**src/rtl/tport_pkg.sv**
```systemverilog
package tport_pkg;
    localparam int TP_W      = 8;
    localparam int RANGE_W   = 6;
    localparam int RANGE_LSB = 1;
    localparam int FIXED_REG = 3;    // mode, clock lane, settle

    // code of data lane k
    function automatic logic [TP_W-1:0] lane_code(input int k);
        case (k)
            0:       return 8'h44;
            1:       return 8'h54;
            2:       return 8'h84;
            default: return 8'h94;
        endcase
    endfunction

    // code of register slot i: 0 mode, 1 clock lane, 2 settle, 3+k lane k
    function automatic logic [TP_W-1:0] slot_code(input int i);
        case (i)
            0:       return 8'h00;
            1:       return 8'h34;
            2:       return 8'h75;
            default: return lane_code(i - FIXED_REG);
        endcase
    endfunction
endpackage

```
**src/rtl/tport_sync.sv**
```systemverilog
module tport_sync #(
    parameter int W = 1
) (
    input  logic         clk,
    input  logic         rst_n,
    input  logic [W-1:0] async_i,
    output logic [W-1:0] sync_o
);
    typedef struct packed {
        logic [W-1:0] s1;
        logic [W-1:0] s2;
    } sync_t;

    sync_t st_d, st_q;

    always_comb begin
        st_d    = st_q;
        st_d.s1 = async_i;
        st_d.s2 = st_q.s1;
    end

    always_ff @(posedge clk or negedge rst_n) begin
        if (!rst_n) st_q <= '0;
        else        st_q <= st_d;
    end

    assign sync_o = st_q.s2;
endmodule

```
**src/rtl/tport_front.sv**
```systemverilog
module tport_front
    import tport_pkg::*;
(
    input  logic            clk,
    input  logic            rst_n,
    input  logic            clr_a,
    input  logic            tclk_a,
    input  logic            en_a,
    input  logic [TP_W-1:0] din_a,
    output logic            clr_s,
    output logic [TP_W-1:0] din_s,
    output logic            wr_stb,
    output logic [TP_W-1:0] code_q
);
    localparam int SW = TP_W + 3;

    logic [SW-1:0] raw, synced;
    logic          tclk_s, en_s, rise, fall;

    assign raw = {clr_a, tclk_a, en_a, din_a};

    tport_sync #(.W(SW)) u_sync (
        .clk     (clk),
        .rst_n   (rst_n),
        .async_i (raw),
        .sync_o  (synced)
    );

    assign {clr_s, tclk_s, en_s, din_s} = synced;

    typedef struct packed {
        logic            prev;
        logic [TP_W-1:0] code;
    } front_t;

    front_t fr_d, fr_q;

    always_comb begin
        rise      = tclk_s & ~fr_q.prev;
        fall      = ~tclk_s & fr_q.prev;
        fr_d      = fr_q;
        fr_d.prev = tclk_s;
        if (clr_s)             fr_d.code = '0;
        else if (fall && en_s) fr_d.code = din_s;
        wr_stb    = rise & ~en_s & ~clr_s;
    end

    always_ff @(posedge clk or negedge rst_n) begin
        if (!rst_n) fr_q <= '0;
        else        fr_q <= fr_d;
    end

    assign code_q = fr_q.code;

    p_capture_r1: assert property (@(posedge clk) disable iff (!rst_n)
        (fall && en_s && !clr_s) |=> (code_q == $past(din_s)));
    p_code_hold_r3: assert property (@(posedge clk) disable iff (!rst_n)
        (!(fall && en_s) && !clr_s) |=> $stable(code_q));
    p_clr_code_r5: assert property (@(posedge clk) disable iff (!rst_n)
        clr_s |=> (code_q == '0));
    p_no_wr_en_high_r3: assert property (@(posedge clk) disable iff (!rst_n)
        (en_s || clr_s) |-> !wr_stb);
endmodule

```
**src/rtl/tport_regfile.sv**
```systemverilog
module tport_regfile
    import tport_pkg::*;
#(
    parameter int LANES = 4
) (
    input  logic                     clk,
    input  logic                     rst_n,
    input  logic                     clr_s,
    input  logic                     wr_stb,
    input  logic [TP_W-1:0]          code,
    input  logic [TP_W-1:0]          wdata,
    output logic [TP_W-1:0]          rdata,
    output logic [TP_W-1:0]          mode_cfg,
    output logic [TP_W-1:0]          clk_lane_cfg,
    output logic [TP_W-1:0]          settle_cfg,
    output logic [LANES*TP_W-1:0]    lane_cfg,
    output logic [LANES*RANGE_W-1:0] lane_range
);
    localparam int NREG = FIXED_REG + LANES;

    typedef struct packed {
        logic [NREG-1:0][TP_W-1:0] regs;
    } rf_t;

    rf_t              rf_d, rf_q;
    logic [NREG-1:0]  hit;

    for (genvar i = 0; i < NREG; i++) begin : g_dec
        assign hit[i] = (code == slot_code(i));
    end

    always_comb begin
        rf_d = rf_q;
        if (clr_s) begin
            rf_d.regs = '0;
        end else if (wr_stb) begin
            for (int i = 0; i < NREG; i++)
                if (hit[i]) rf_d.regs[i] = wdata;
        end
    end

    always_comb begin
        rdata = '0;
        for (int i = 0; i < NREG; i++)
            if (hit[i]) rdata = rdata | rf_q.regs[i];
    end

    always_ff @(posedge clk or negedge rst_n) begin
        if (!rst_n) rf_q <= '0;
        else        rf_q <= rf_d;
    end

    assign mode_cfg     = rf_q.regs[0];
    assign clk_lane_cfg = rf_q.regs[1];
    assign settle_cfg   = rf_q.regs[2];

    for (genvar k = 0; k < LANES; k++) begin : g_lane
        assign lane_cfg[k*TP_W +: TP_W]         = rf_q.regs[FIXED_REG+k];
        assign lane_range[k*RANGE_W +: RANGE_W] =
            rf_q.regs[FIXED_REG+k][RANGE_LSB +: RANGE_W];
    end

    p_sel_onehot_r6: assert property (@(posedge clk) disable iff (!rst_n)
        $onehot0(hit));
    p_unimpl_zero_r6: assert property (@(posedge clk) disable iff (!rst_n)
        (hit == '0) |-> (rdata == '0));
    p_hold_r4: assert property (@(posedge clk) disable iff (!rst_n)
        ((!wr_stb || hit == '0) && !clr_s) |=> $stable(rf_q));
    p_clr_regs_r5: assert property (@(posedge clk) disable iff (!rst_n)
        clr_s |=> (rf_q == '0));
endmodule

```
**src/rtl/tport_cfg_slave.sv**
```systemverilog
module tport_cfg_slave
    import tport_pkg::*;
#(
    parameter int LANES = 4
) (
    input  logic                     clk,
    input  logic                     rst_n,
    input  logic                     tp_clr,
    input  logic                     tp_clk,
    input  logic                     tp_en,
    input  logic [7:0]               tp_din,
    output logic [7:0]               tp_dout,
    output logic [7:0]               mode_cfg,
    output logic [7:0]               clk_lane_cfg,
    output logic [7:0]               settle_cfg,
    output logic [LANES*8-1:0]       lane_cfg,
    output logic [LANES*RANGE_W-1:0] lane_range
);
    logic            clr_s, wr_stb;
    logic [TP_W-1:0] din_s, code_q;

    tport_front u_front (
        .clk    (clk),
        .rst_n  (rst_n),
        .clr_a  (tp_clr),
        .tclk_a (tp_clk),
        .en_a   (tp_en),
        .din_a  (tp_din),
        .clr_s  (clr_s),
        .din_s  (din_s),
        .wr_stb (wr_stb),
        .code_q (code_q)
    );

    tport_regfile #(.LANES(LANES)) u_rf (
        .clk          (clk),
        .rst_n        (rst_n),
        .clr_s        (clr_s),
        .wr_stb       (wr_stb),
        .code         (code_q),
        .wdata        (din_s),
        .rdata        (tp_dout),
        .mode_cfg     (mode_cfg),
        .clk_lane_cfg (clk_lane_cfg),
        .settle_cfg   (settle_cfg),
        .lane_cfg     (lane_cfg),
        .lane_range   (lane_range)
    );

    initial begin
        assert (LANES >= 1 && LANES <= 4) else $error("LANES out of range");
    end

    p_rst_zero_r9: assert property (@(posedge clk)
        !rst_n |-> (tp_dout == '0 && mode_cfg == '0));
endmodule

```
**config.mk**
```make
export PLATFORM = sky130hd
export DESIGN_NAME = tport_cfg_slave
export DESIGN_NICKNAME = d
export VERILOG_FILES = /design/src/rtl/tport_pkg.sv /design/src/rtl/tport_sync.sv /design/src/rtl/tport_front.sv /design/src/rtl/tport_regfile.sv /design/src/rtl/tport_cfg_slave.sv
export SDC_FILE = /design/constraint.sdc
export NUM_CORES = 1
export LEC_CHECK = 0
export BUFFER_PORTS_ARGS = -buffer_cell sky130_fd_sc_hd__buf_2
export CORE_ASPECT_RATIO = 1.1
export CORE_MARGIN = 2
export CORE_UTILIZATION = 50
export CTS_BUF_LIST = sky130_fd_sc_hd__clkbuf_4
export DETAILED_ROUTE_END_ITERATION = 7
export PLACE_DENSITY = 0.76
export SKIP_CTS_REPAIR_TIMING = 1
export SLEW_MARGIN = 5
export SYNTH_ARGS = -nofsm -noshare
export SYNTH_HDL_FRONTEND = slang
export SYNTH_HIERARCHICAL = 1
export SYNTH_SLANG_ARGS = --single-unit
export TNS_END_PERCENT = 5
```
**constraint.sdc**
```tcl
create_clock -name clk -period 4.13 [get_ports clk]
set_input_delay 0.826 -clock clk [delete_from_list [all_inputs] [get_ports clk]]
set_output_delay 0.826 -clock clk [all_outputs]
set_load 0.005 [all_outputs]
```
==> results of run 1 <==
[kinds of logic (layout without fill, tap and decap cells)]
logic type	count (synthesis)	in the layout	share of synthesized area
flops	87	87	0.537
buf+inv	52	122	0.0834
simple gates	117	117	0.158
compound gates	42	42	0.0611
mux	64	64	0.160
[flip-flops by register name (all words and copies together), names as in the netlist]
signal	count
u_front/fr_q	1
u_rf/clk_lane_cfg	8
u_front/u_sync/sync_o	11
u_rf/lane_cfg	32
u_rf/mode_cfg	8
u_rf/settle_cfg	8
u_front/u_sync/st_d	11
u_front/code_q	8
[per-layer routing]
metal,vias to the layer above,GRT usage
met5,-,0
met4,0,0.112
met3,19,0.0443
met2,137,0.337
met1,1456,0.311
li1,1354,-
[synth_stat cells]
cell type  count  area share
nand4b_1       1      0.0022
inv_1          1     0.00093
mux2i_1       58        0.14
nand3_1       16       0.020
nand2_1       17       0.016
buf_4         32       0.059
or3_1          1      0.0015
a222oi_1       6       0.015
nor4_1         1      0.0015
dfrtp_1       87        0.54
and3b_1        1      0.0022
nor2_1        49       0.045
or4_4          1      0.0028
nand4_1        1      0.0015
nor2b_1        1      0.0015
o22ai_1        2      0.0031
and2_1         1      0.0015
o21ai_0        8      0.0099
or4b_4         1      0.0034
nand4bb_1      2      0.0056
a21oi_1       24       0.030
mux2_2         6       0.017
nor3_4         5       0.020
a22oi_1        2      0.0037
and4_1         1      0.0022
or3_4          1      0.0028
buf_6          2      0.0056
nor4b_2        1      0.0037
clkbuf_1      11       0.010
nand2b_1      16       0.025
buf_2          6      0.0074
[cell type report]
type                    instances  area share
clock buffers                   9      0.0149
clock inverters                 7      0.0182
inverters                       1    0.000826
multi-input cells             223       0.338
flip-flops and latches         87       0.479
well taps                     108      0.0297
repair buffers                105       0.119
[stage by stage]
step	setup slack (ns)	instances	hold WS [ns]	area, um^2	utilization
final	0.740	540	0.365	4540	0.577
after global routing	0.631	540	0.377	4540	0.577
after CTS	0.750	540	0.366	4540	0.577
after detailed placement	1.30	524	0.335	4390	0.558
after global placement	1.28	524	0.333	4390	0.558
after floorplan	1.66	362	0.331	4050	-
[how the worst max path moves through the flow]
stage | startpoint | endpoint | cells after the start
finish | u_front/code_q[4] | tp_dout[4] | 4
global route | u_front/code_q[4] | tp_dout[2] | 4
CTS | u_front/code_q[4] | tp_dout[4] | 4
detailed placement | u_front/code_q[4] | tp_dout[2] | 4
global placement | u_front/code_q[4] | tp_dout[2] | 4
floorplan | u_front/code_q[7] | tp_dout[3] | 7
[where the power goes]
part           leakage (nW)  switching [mW]  total, mW  internal, mW
sequential             1.16          0.0225      0.890         0.867
clock                0.0742           0.313      0.504         0.191
combinational         0.887          0.0479     0.0717        0.0238
[worst max-delay path, delay by kind of cell (launching register included)]
family / cells / cell delay [ns]
and+or+nand+nor: 1 / 0.47
AOI/OAI and AO/OA: 2 / 0.81
DFF: 1 / 0.67
buffers and inverters: 1 / 0.17
==> flow_metrics.env, run 1 <==
export IMPL_overflow=0
export IMPL_start_util=0.515
export IMPL_antenna_found_initial=0
export IMPL_max_freq_mhz=295
export IMPL_dieArea_mm2=0.00884
export IMPL_cp_required_ns=3.30
export IMPL_num_rows=34
export IMPL_routed_wl_met3_um=695
export IMPL_layout_common_cells="buf_2 (99), dfrtp_1 (86), mux2i_1 (58)"
export IMPL_setup_violations=0
export IMPL_syn_num_nets=375
export IMPL_final_common_cell="buf_2"
export IMPL_path_cells="and4_1 -> a222oi_1 -> o21ai_0 -> buf_2"
export IMPL_period_share=0.821
export IMPL_root_buffer="clkbuf_4"
export IMPL_grt_use_total=0.223
export IMPL_avgSynthCellArea_um2=11.2
export IMPL_met2_length_um=4660
export IMPL_numCtsBuffers=9
export IMPL_core_mm2=0.00787
export IMPL_worst_path_largest_cell_delay_ns=0.67
export IMPL_reg2reg_slack_ns=1.61
export IMPL_crit_slowest_cell="dfrtp_1"
export IMPL_synth_cell_area_mm2=0.00405
export IMPL_outcome="finished, final reports clean"
export IMPL_cts_max_level=3
export IMPL_rsz0062_at_grt="no"
export IMPL_cts_sinks=87
export IMPL_drt_wl_total_um=9730
export IMPL_clk_pin_slew_ns=0.15
export IMPL_power_leakage_nw=2.12
export IMPL_clockBufferDepth=2
export IMPL_min_path_type="register to register"
export IMPL_drive_above_1_share=0.317
export IMPL_hpwl_um=6530
export IMPL_fill_cells=673
export IMPL_worstHoldStart="u_front/u_sync/st_d[10]"
export IMPL_timing_rr_start="u_front/u_sync/sync_o[10]"
export IMPL_hold_viol_final=0
export IMPL_ys_seq_area_frac=0.537
export IMPL_gp_congestion=0.870
export IMPL_ir_drop_uv=230
export IMPL_diodes=0
export IMPL_num_vias=2966
export IMPL_arrival_ns=2.56
export IMPL_port_buffers=100
export IMPL_period_needed_ns=3.39
export IMPL_critPathLaunchType="register"
export IMPL_avgViaCountPerCell=5.49
export IMPL_cp_max_fo=16
export IMPL_grt_first_pass_wirelength_um=15200
export IMPL_drc=0
export IMPL_route_detailed_wl_per_inst_um=18.0
export IMPL_slew_violations=0
export IMPL_ys_ff_latch=87
export IMPL_drt_first_pass_iters=5
export IMPL_seqCellArea_mm2=0.00218
export IMPL_max_slew_margin=0.298
export IMPL_syn_inst=362
export IMPL_hold_depth=0
export IMPL_grt_max_degree=88
export IMPL_yosysWarnings=6
export IMPL_cp_end_kind="primary output"
export IMPL_power_density_mw_per_mm2=322
export IMPL_cap_violations=0
export IMPL_nNetsFinal=440
export IMPL_grt_pass1_vias=2794
export IMPL_timing_setup_critical_path_class="register to primary output"
export IMPL_multi_input_area_mm2=0.00154
export IMPL_synthToLayoutAreaGrowth_pct=12.2
export IMPL_ys_types=31
export IMPL_fp_dieH_um=98.4
export IMPL_finalSetupTns_ns=0
export IMPL_total_power_mw=1.47
export IMPL_dr_first_iter_drc_count=302
export IMPL_die_w_um=89.8
export IMPL_cts_tree="built"
export IMPL_worst_r2r_endpoint="u_rf/lane_cfg[22]"
export IMPL_clk_latency_ns=0.45
export IMPL_dr_max_layer_used="met4"
export IMPL_clock_skew_ns=0.0166
export IMPL_min_to="u_front/u_sync/sync_o[10]"
export IMPL_wl_met1_um=4050
export IMPL_ant_nets=0
export IMPL_num_io_pins=101
export IMPL_tightest_slew_ns=1.05
export IMPL_r2r_cells=6
No activity file was read; power rests on OpenSTA's default activity.
==> inputs of run 2 (changes only) <==
==> constraint.sdc (replaced) <==
create_clock -name clk -period 3.3 [get_ports clk]
set_input_delay 0.66 -clock clk [delete_from_list [all_inputs] [get_ports clk]]
set_output_delay 0.66 -clock clk [all_outputs]
set_load 0.005 [all_outputs]
==> run 2 against run 1 <==
  * Combinational power up 30%
  * Sequential cell count is the same
  * Global-route usage rose by 0.56 points
  * Final area is 0.39% higher
  * Highest routed layer unchanged
  * Die area did not move
  * Worst hold slack got worse by 0.059 ns
  * First-iteration DRC count increased by 3.0%
  * Utilization increased by 0.22 points
  * Critical endpoint is now tp_dout[2]
  * Clock power rose by 20%
==> flow_metrics.env, run 2 (synthesized netlist as in run 1, its figures left out) <==
export IMPL_outcome="finished, final reports clean"
export IMPL_pwr_share_comb=0.052
export IMPL_antenna_found_initial=1
export IMPL_layout_cells_non_filler=544
export IMPL_hold_viol_final=0
export IMPL_cts_max_level=3
export IMPL_multi_input_area_mm2=0.00154
export IMPL_port_buffers=100
export IMPL_finalSetupTns_ns=0
export IMPL_rsz0062_at_grt="no"
export IMPL_overflow=0
export IMPL_worst_path_largest_cell_delay_ns=0.58
export IMPL_num_vias=3040
export IMPL_p_int_mw=1.35
export IMPL_drt_first_pass_iters=5
export IMPL_seqCellArea_mm2=0.00218
export IMPL_ir_drop_uv=225
export IMPL_synthToLayoutAreaGrowth_pct=12.6
export IMPL_critPathLaunchType="register"
export IMPL_dieArea_mm2=0.00884
export IMPL_grt_first_pass_wirelength_um=15600
export IMPL_final_common_cell="buf_2"
export IMPL_grt_max_degree=73
export IMPL_power_density_mw_per_mm2=397
export IMPL_cp_end_kind="primary output"
export IMPL_largest_reg_flops=32
export IMPL_crit_family="simple AND/OR/NAND/NOR gates"
export IMPL_layout_common_cells="buf_2 (99), dfrtp_1 (86), mux2i_1 (58)"
export IMPL_power_share_clock=0.334
export IMPL_period_share=0.925
export IMPL_core_mm2=0.00787
export IMPL_nNetsFinal=443
export IMPL_grt_use_total=0.228
export IMPL_numCtsBuffers=9
export IMPL_avgViaCountPerCell=5.59
export IMPL_clock_skew_ns=0.0135
export IMPL_num_rows=34
export IMPL_ant_nets=0
export IMPL_clk_pin_slew_ns=0.14
export IMPL_share_seq_of_total_power=0.614
export IMPL_switching_share=0.255
export IMPL_hpwl_um=6730
export IMPL_fill_cells=654
export IMPL_power_leakage_nw=2.13
export IMPL_fp_dieH_um=98.4
export IMPL_dp_cells=527
export IMPL_setup_violations=0
export IMPL_cts_sinks=87
export IMPL_fin_util=0.580
export IMPL_cap_violations=0
export IMPL_clockBufferDepth=2
export IMPL_cts_tree="built"
export IMPL_root_buffer="clkbuf_4"
export IMPL_period_needed_ns=3.05
export IMPL_max_freq_mhz=328
export IMPL_gp_congestion=0.908
export IMPL_tightest_slew_ns=0.841
export IMPL_final_area_mm2=0.00456
export IMPL_grt_pass1_vias=2853
export IMPL_start_util=0.515
export IMPL_path_cells="nor4_1 -> and4_1 -> a222oi_1 -> o21ai_0 -> buf_2"
export IMPL_placed_cell_area_mm2=0.00442
export IMPL_drc=0
export IMPL_slew_violations=0
export IMPL_clk_latency_ns=0.43
export IMPL_max_slew_margin=0.439
export IMPL_p_sw_mw=0.463
export IMPL_crit_slowest_cell="and4_1"
export IMPL_die_w_um=89.8
export IMPL_timing_setup_critical_path_class="register to primary output"
export IMPL_drt_wl_total_um=9840
export IMPL_crit_buf_inv=1
export IMPL_drive_above_1_share=0.324
export IMPL_dr_first_iter_drc_count=311
export IMPL_arrival_ns=2.39
export IMPL_cp_max_fo=16
export IMPL_route_detailed_wl_per_inst_um=18.1
export IMPL_num_io_pins=101
export IMPL_cp_required_ns=2.64
export IMPL_min_path_type="input pin to asynchronous set/reset pin"
[run 2: cell types whose count changed in the layout (fill, tap and decap cells not counted), sizes merged]
cell	previous run	this run
buf	105	108
diode	0	1
[run 2: power groups by stage]
stage	sequential [mW]	clock [mW]	combinational, mW
after CTS	1.11	0.616	0.0940
after global placement	1.13	0	0.0924
final	1.11	0.606	0.0934
after global routing	1.12	0.659	0.104
after detailed placement	1.13	0	0.0941
after floorplan	1.12	0	0.0601
[run 2: final timing paths]
| check | start | endpoint | slack, ns | cells after the start |
|---|---|---|---|---|
| worst min register to register | u_front/u_sync/st_d[4] | u_front/u_sync/sync_o[4] | 0.36 | 0 |
| worst min-delay path | rst_n | u_front/u_sync/st_d[0] | 0.31 | 1 |
| worst max register to register | u_front/u_sync/sync_o[10] | u_rf/mode_cfg[2] | 0.83 | 6 |
| min in group clk | tp_din[3] | u_front/u_sync/st_d[3] | 0.32 | 1 |
| max in group asynchronous | rst_n | u_rf/clk_lane_cfg[4] | 2.29 | 2 |
| worst max-delay path | u_front/code_q[1] | tp_dout[2] | 0.25 | 5 |
[run 2: area by class of cell]
cell class,instances,area share
Multi-Input combinational cell,223,0.337
Timing Repair Buffer,108,0.123
Clock buffer,9,0.0148
Sequential cell,87,0.478
Tap cell,108,0.0296
Clock inverter,7,0.0159
Inverter,1,0.000823
Antenna cell,1,0.000549
[run 2: layer usage]
| layer | vias up | track usage | routed length, um |
|---|---|---|---|
| met3 | 21 | 0.0474 | 626 |
| met1 | 1497 | 0.309 | 4120 |
| met4 | 0 | 0.104 | 265 |
| li1 | 1362 | - | - |
| met2 | 160 | 0.360 | 4830 |
| met5 | - | 0 | 0 |
[run 2: stage by stage]
step / hold slack [ns] / worst slack (ns) / power, mW
after floorplan: 0.331 / 1.00 / 1.18
after global placement: 0.332 / 0.610 / 1.22
after detailed placement: 0.335 / 0.635 / 1.23
after CTS: 0.296 / 0.131 / 1.82
after global routing: 0.287 / 0.0563 / 1.88
final: 0.306 / 0.248 / 1.81
[run 2: worst register-to-register path: stages, from the launching register on]
cell and delay (ns):
dfrtp_2 0.43, nor4b_2 0.26, buf_4 0.27, or4b_4 0.56, nor3_4 0.49, mux2i_1 0.27, nor2_1 0.06
